<file path="config.mk">
export PLATFORM = sky130hd
export DESIGN_NAME = pwr_mode_ctl
export DESIGN_NICKNAME = d
export VERILOG_FILES = /design/src/rtl/pwr_mode_ctl.sv
export SDC_FILE = /design/constraint.sdc
export NUM_CORES = 1
export LEC_CHECK = 0
export BUFFER_PORTS_ARGS = -buffer_cell sky130_fd_sc_hd__buf_2
export CAP_MARGIN = 10
export CELL_PAD_IN_SITES_DETAIL_PLACEMENT = 1
export CELL_PAD_IN_SITES_GLOBAL_PLACEMENT = 2
export CORE_ASPECT_RATIO = 1.75
export CORE_MARGIN = 2
export CORE_UTILIZATION = 29
export CTS_BUF_LIST = sky130_fd_sc_hd__clkbuf_8
export CTS_CLUSTER_SIZE = 40
export DETAILED_ROUTE_END_ITERATION = 12
export PLACE_DENSITY = 0.78
export SYNTH_ARGS = -nofsm -noshare
export SYNTH_HDL_FRONTEND = slang
export SYNTH_SLANG_ARGS = --single-unit
</file>
<file path="constraint.sdc">
create_clock -name clk -period 1.86 [get_ports clk]
set_input_delay 0.558 -clock clk [delete_from_list [all_inputs] [get_ports clk]]
set_output_delay 0.558 -clock clk [all_outputs]
set_load 0.005 [all_outputs]
</file>
<file path="src/rtl/pwr_mode_ctl.sv">
module pwr_mode_ctl #(
  parameter int          TIMEOUT  = 12500,
  parameter int          IRQ_W    = 4,
  parameter logic [7:0]  SFR_ADDR = 8'h87
) (
  input  logic             clk,
  input  logic             rst_n,
  input  logic [7:0]       sfr_addr,
  input  logic             sfr_wr,
  input  logic [7:0]       sfr_wdata,
  output logic [7:0]       sfr_rdata,
  input  logic             insn_done,
  input  logic [IRQ_W-1:0] irq_req,
  input  logic             det_en,
  input  logic             mon_tick,
  output logic             cpu_clk_en,
  output logic             periph_clk_en,
  output logic             osc_en,
  output logic             mcd_rst,
  output logic [1:0]       mode
);
  localparam int CW = $clog2(TIMEOUT + 1);
  localparam logic [1:0] M_RUN = 2'd0, M_IDLE = 2'd1, M_STOP = 2'd2;

  logic [CW-1:0] cnt;
  logic [5:0]    flags;
  logic [1:0]    pend;
  logic [1:0]    mode_q;

  wire sel  = (sfr_addr == SFR_ADDR);
  wire hit  = sfr_wr && sel;
  wire fire = det_en && !mon_tick && (cnt == CW'(TIMEOUT - 1));

  always_ff @(posedge clk or negedge rst_n)
    if (!rst_n)                        cnt <= '0;
    else if (!det_en || mon_tick || fire) cnt <= '0;
    else                               cnt <= cnt + 1'b1;

  always_ff @(posedge clk or negedge rst_n)
    if (!rst_n) mcd_rst <= 1'b0;
    else        mcd_rst <= fire;

  always_ff @(posedge clk or negedge rst_n)
    if (!rst_n)     flags <= '0;
    else if (fire)  flags <= '0;
    else if (hit)   flags <= sfr_wdata[7:2];

  always_ff @(posedge clk or negedge rst_n)
    if (!rst_n)                 pend <= '0;
    else if (fire)              pend <= '0;
    else if (mode_q != M_RUN)   pend <= '0;
    else if (hit)               pend <= sfr_wdata[1:0];
    else if (insn_done)         pend <= '0;

  always_ff @(posedge clk or negedge rst_n)
    if (!rst_n)     mode_q <= M_RUN;
    else if (fire)  mode_q <= M_RUN;
    else
      case (mode_q)
        M_RUN:   if (insn_done && pend[1])      mode_q <= M_STOP;
                 else if (insn_done && pend[0]) mode_q <= M_IDLE;
        M_IDLE:  if (|irq_req)                  mode_q <= M_RUN;
        default: mode_q <= M_STOP;
      endcase

  assign sfr_rdata     = sel ? {flags, 2'b00} : 8'h00;
  assign mode          = mode_q;
  assign cpu_clk_en    = (mode_q == M_RUN);
  assign periph_clk_en = (mode_q != M_STOP);
  assign osc_en        = (mode_q != M_STOP);


  run_holds_chk: assert property (@(posedge clk) disable iff (!rst_n)
    (mode_q == M_RUN && !insn_done) |=> (mode_q == M_RUN));

  idle_wake_chk: assert property (@(posedge clk) disable iff (!rst_n)
    (mode_q == M_IDLE && |irq_req) |=> (mode_q == M_RUN));

  stop_sticky_chk: assert property (@(posedge clk) disable iff (!rst_n)
    (mode_q == M_STOP) |=> (mode_q == M_STOP || mcd_rst));

  mcd_needs_en_chk: assert property (@(posedge clk) disable iff (!rst_n)
    mcd_rst |-> $past(det_en));

  mcd_pulse_chk: assert property (@(posedge clk) disable iff (!rst_n)
    mcd_rst |=> !mcd_rst);

  mcd_clears_chk: assert property (@(posedge clk) disable iff (!rst_n)
    mcd_rst |-> (mode_q == M_RUN && flags == 6'd0));
endmodule

</file>
==> summary.txt <==
Run status
  • Status: finished, violations left
  • Failing checks: setup timing

Setup path
  • CP endpoint kind: output pin
  • R2R Path Start: cnt[2]
  • Crit-path most repeated cell: buf_6
  • CP max stage delay: roughly 0.30 ns
  • Worst path arrival time: between 1 and 1.5 ns
  • WP buf/inv: 2
  • CP delay by family, top: simple AND/OR/NAND/NOR gates
  • Worst R2R End: mode[0]
  • Required time worst endpoint: approximately 1.3 ns
  • Worst R2R Setup Slack: 0.28 ns
  • R2R depth: 5
  • CP startpoint kind: primary input
  • Cell Chain, Critical Path: buf_6 -> or2_4 -> nor3_4 -> and2_4 -> buf_6
  • Setup CP Type: primary input to output pin
  • Slowest cell on the critical path: nor3_4
  • CP Max Fanout: 8

Clocking
  • Worst skew pair latency: ~0.27 ns
  • TritonCTS clock tree: done
  • CTS Sinks: 25
  • Clock slew seen by the registers of the worst setup and hold paths: 0.08 ns
  • Root Buffer: clkbuf_8
  • H-tree levels: 1
  • CTS Buffer Depth: 2
  • Total CTS buffers: 3

Yosys
  • Register bit total from synthesis: 25
  • Most frequent cell after synthesis: dfrtp_1
  • Yosys cell types: 36
  • Yosys top cell area share: 0.4677
  • Mapped Cells: between 100 and 150
  • Ys async rst share: 1.000
  • Mux contribution to synthesized area: 0
  • Synth Area in Compound Gates: 0.05332
  • Synth area leaders: dfrtp_1, xor2_1, nand3_1
  • Synth Cell Area: 0.001338 sq mm
  • Largest family of logic cells by synthesized area: simple AND/OR/NAND/NOR gates
  • Post-synthesis adder-cell area fraction: 0.009355
  • Simple-gate share of the synthesized area: 0.3199
  • Syn_area_per_cell: between 10 and 15 sq um
  • XOR/XNOR Fraction of Synth Area: 0.07858
  • Sequential share of the synthesized area: 0.4677
  • Synth top cells by count: dfrtp_1, nor2_1, nand3_1
  • Number of enable flip-flop cells after synthesis: 0
  • Ys flop type: dfrtp_1
  • Cell type with the largest total area after synthesis: dfrtp_1
  • Synth warnings: 0

Layout
  • Area growth, synth to finish: 24.04%
  • Diode count: 0
  • Share of layout cells above drive strength 1: 0.3506
  • Layout net count: 202
  • Design area: roughly 0.0017 sq mm

Floorplan
  • Core box area: between 0.004 and 0.005 sq mm
  • IO Count: 40
  • Row count: 32
  • Die W: about 55 microns
  • Full die area: between 0.005 and 0.006 sq mm
  • Initial core utilization: 0.3037
  • DIE HEIGHT: between 90 and 100 microns

Timing
  • RSZ-0062 raised after global routing: true
  • Worst Tran Pin Value: about 0.57 ns
  • Relative slew slack: 0.6169
  • Endpoints failing setup: 6
  • Fmax achieved: just under 500 MHz
  • Setup TNS: -1.026 ns
  • Tmin final: 2.042 ns
  • Fin. max-slew vios: 0
  • Period utilisation layout: 1.098
  • Final WS setup: -0.1820 ns
  • Clock Skew: about 0.0022 ns
  • Final hold violations: 0
  • Hold Slack: about 0.27 ns

GRT
  • First-pass GRT wire length: around 5.6 mm
  • Largest net degree at the start of global routing: 26
  • Number of global-route vias before repair: about 1200
  • Total grt overflow: 0
  • Antenna violations before repair: 0
  • GRT Util Overall: 0.1384

Placed design
  • Post-DP HPWL: 2.580 mm
  • Number of port buffers: 37
  • RePlAce Congestion: slightly above 0.8
  • Place WS: -0.2177 ns
  • Area post-placement: between 0.0015 and 0.002 sq mm

Routing
  • Via count: between 1000 and 1500
  • Iter 0 DRT Violations: 12
  • Post-Route WL: between 3 and 4 mm
  • Vias/cell: 4.929
  • Routed wire per std cell: 14.69 microns
  • Pre-antenna DRT Iters: 3
  • DRC viols: 0
  • Post-route ant nets: 0

Min path
  • Worst hold path type: primary input to asynchronous set/reset pin

Power and ir drop
  • Leakage: roughly 0.00079 uW
  • PwrDens: 584.0 mW/mm^2
  • Max rail drop VDD: around 0.00029 V

Job
  • Max-Cap Viols: 0
==> area by class of cell <==
cell class | count | area (sq um)
Timing Repair Buffer | 47 | 285.3
Fill cell | 542 | 2745
Clock inverter | 1 | 5.005
Inverter | 3 | 11.26
Sequential cell | 25 | 625.6
Tap cell | 51 | 63.81
Multi-Input combinational cell | 95 | 626.9
Clock buffer | 3 | 41.29
==> sequential cells by signal (all words and copies together) (netlist names) <==
register,cells
cnt,14
flags,6
pend,2
mcd_rst,1
mode,2
==> power by group <==
group          internal [uW]  leakage (uW)  total, uW  switching, uW
logic                   43.4      0.000415       86.1           42.7
registers                552      0.000347        560           7.51
clock network            150     0.0000255        323            173
total                    746      0.000788        969            223
==> layout by cell type (no fill, tap or decap), drive strengths merged, types with 2 or more instances in the layout <==
cell     instances
conb             2
inv              3
nand3b           3
xor2            11
nand2            9
dfrtp           25
and4             2
and2             9
nor3             2
nor2            16
buf             47
a2111oi          2
a21oi            7
nor4b            2
nand4            6
clkbuf           3
nand3           12
==> metal layers <==
layer | GRT usage | share of wire | up-vias
li1 | - | - | 532
met1 | 0.1296 | 0.35 | 537
met3 | 0.02617 | 0.048 | 5
met4 | 0.05488 | 0.016 | 0
met2 | 0.2827 | 0.58 | 35
met5 | 0 | 0 | -
==> per-stage QoR <==
step | total power, uW | util | instances
after floorplan | 605.2 | - | 133
after CTS | 981.7 | 0.3702 | 224
after global routing | 1024 | 0.3767 | 225
after global placement | 647.7 | 0.3548 | 218
final | 968.9 | 0.3767 | 225
after detailed placement | 652.3 | 0.3548 | 218
==> kinds of logic (layout without fill, tap and decap cells) <==
family / count (synthesis) / in the layout
simple gates: 70 / 70
buf+inv: 13 / 54
compound gates: 10 / 10
fa+ha+maj: 1 / 1
other cells: 1 / 2
flops: 25 / 25
xor+xnor: 12 / 12
==> how the worst max path moves through the flow <==
stage | startpoint | to | slack (ns) | cells after the start
after CTS | sfr_addr[3] | sfr_rdata[5] | -0.21 | 5
after floorplan | sfr_addr[5] | sfr_rdata[2] | -0.006 | 4
after global routing | sfr_addr[4] | sfr_rdata[6] | -0.23 | 5
final | sfr_addr[4] | sfr_rdata[6] | -0.18 | 5
after global placement | sfr_addr[5] | sfr_rdata[2] | -0.16 | 5
after detailed placement | sfr_addr[5] | sfr_rdata[5] | -0.22 | 5
==> what timing repair did <==
item,CTS,global route
hold endpoints to repair,0,0
buffers inserted,2,1
resized for setup,1,4
pin swaps,3,5
hold buffers,0,0
endpoints found under the setup margin,6,6
Note: power is estimated with default switching activity, not from simulation.
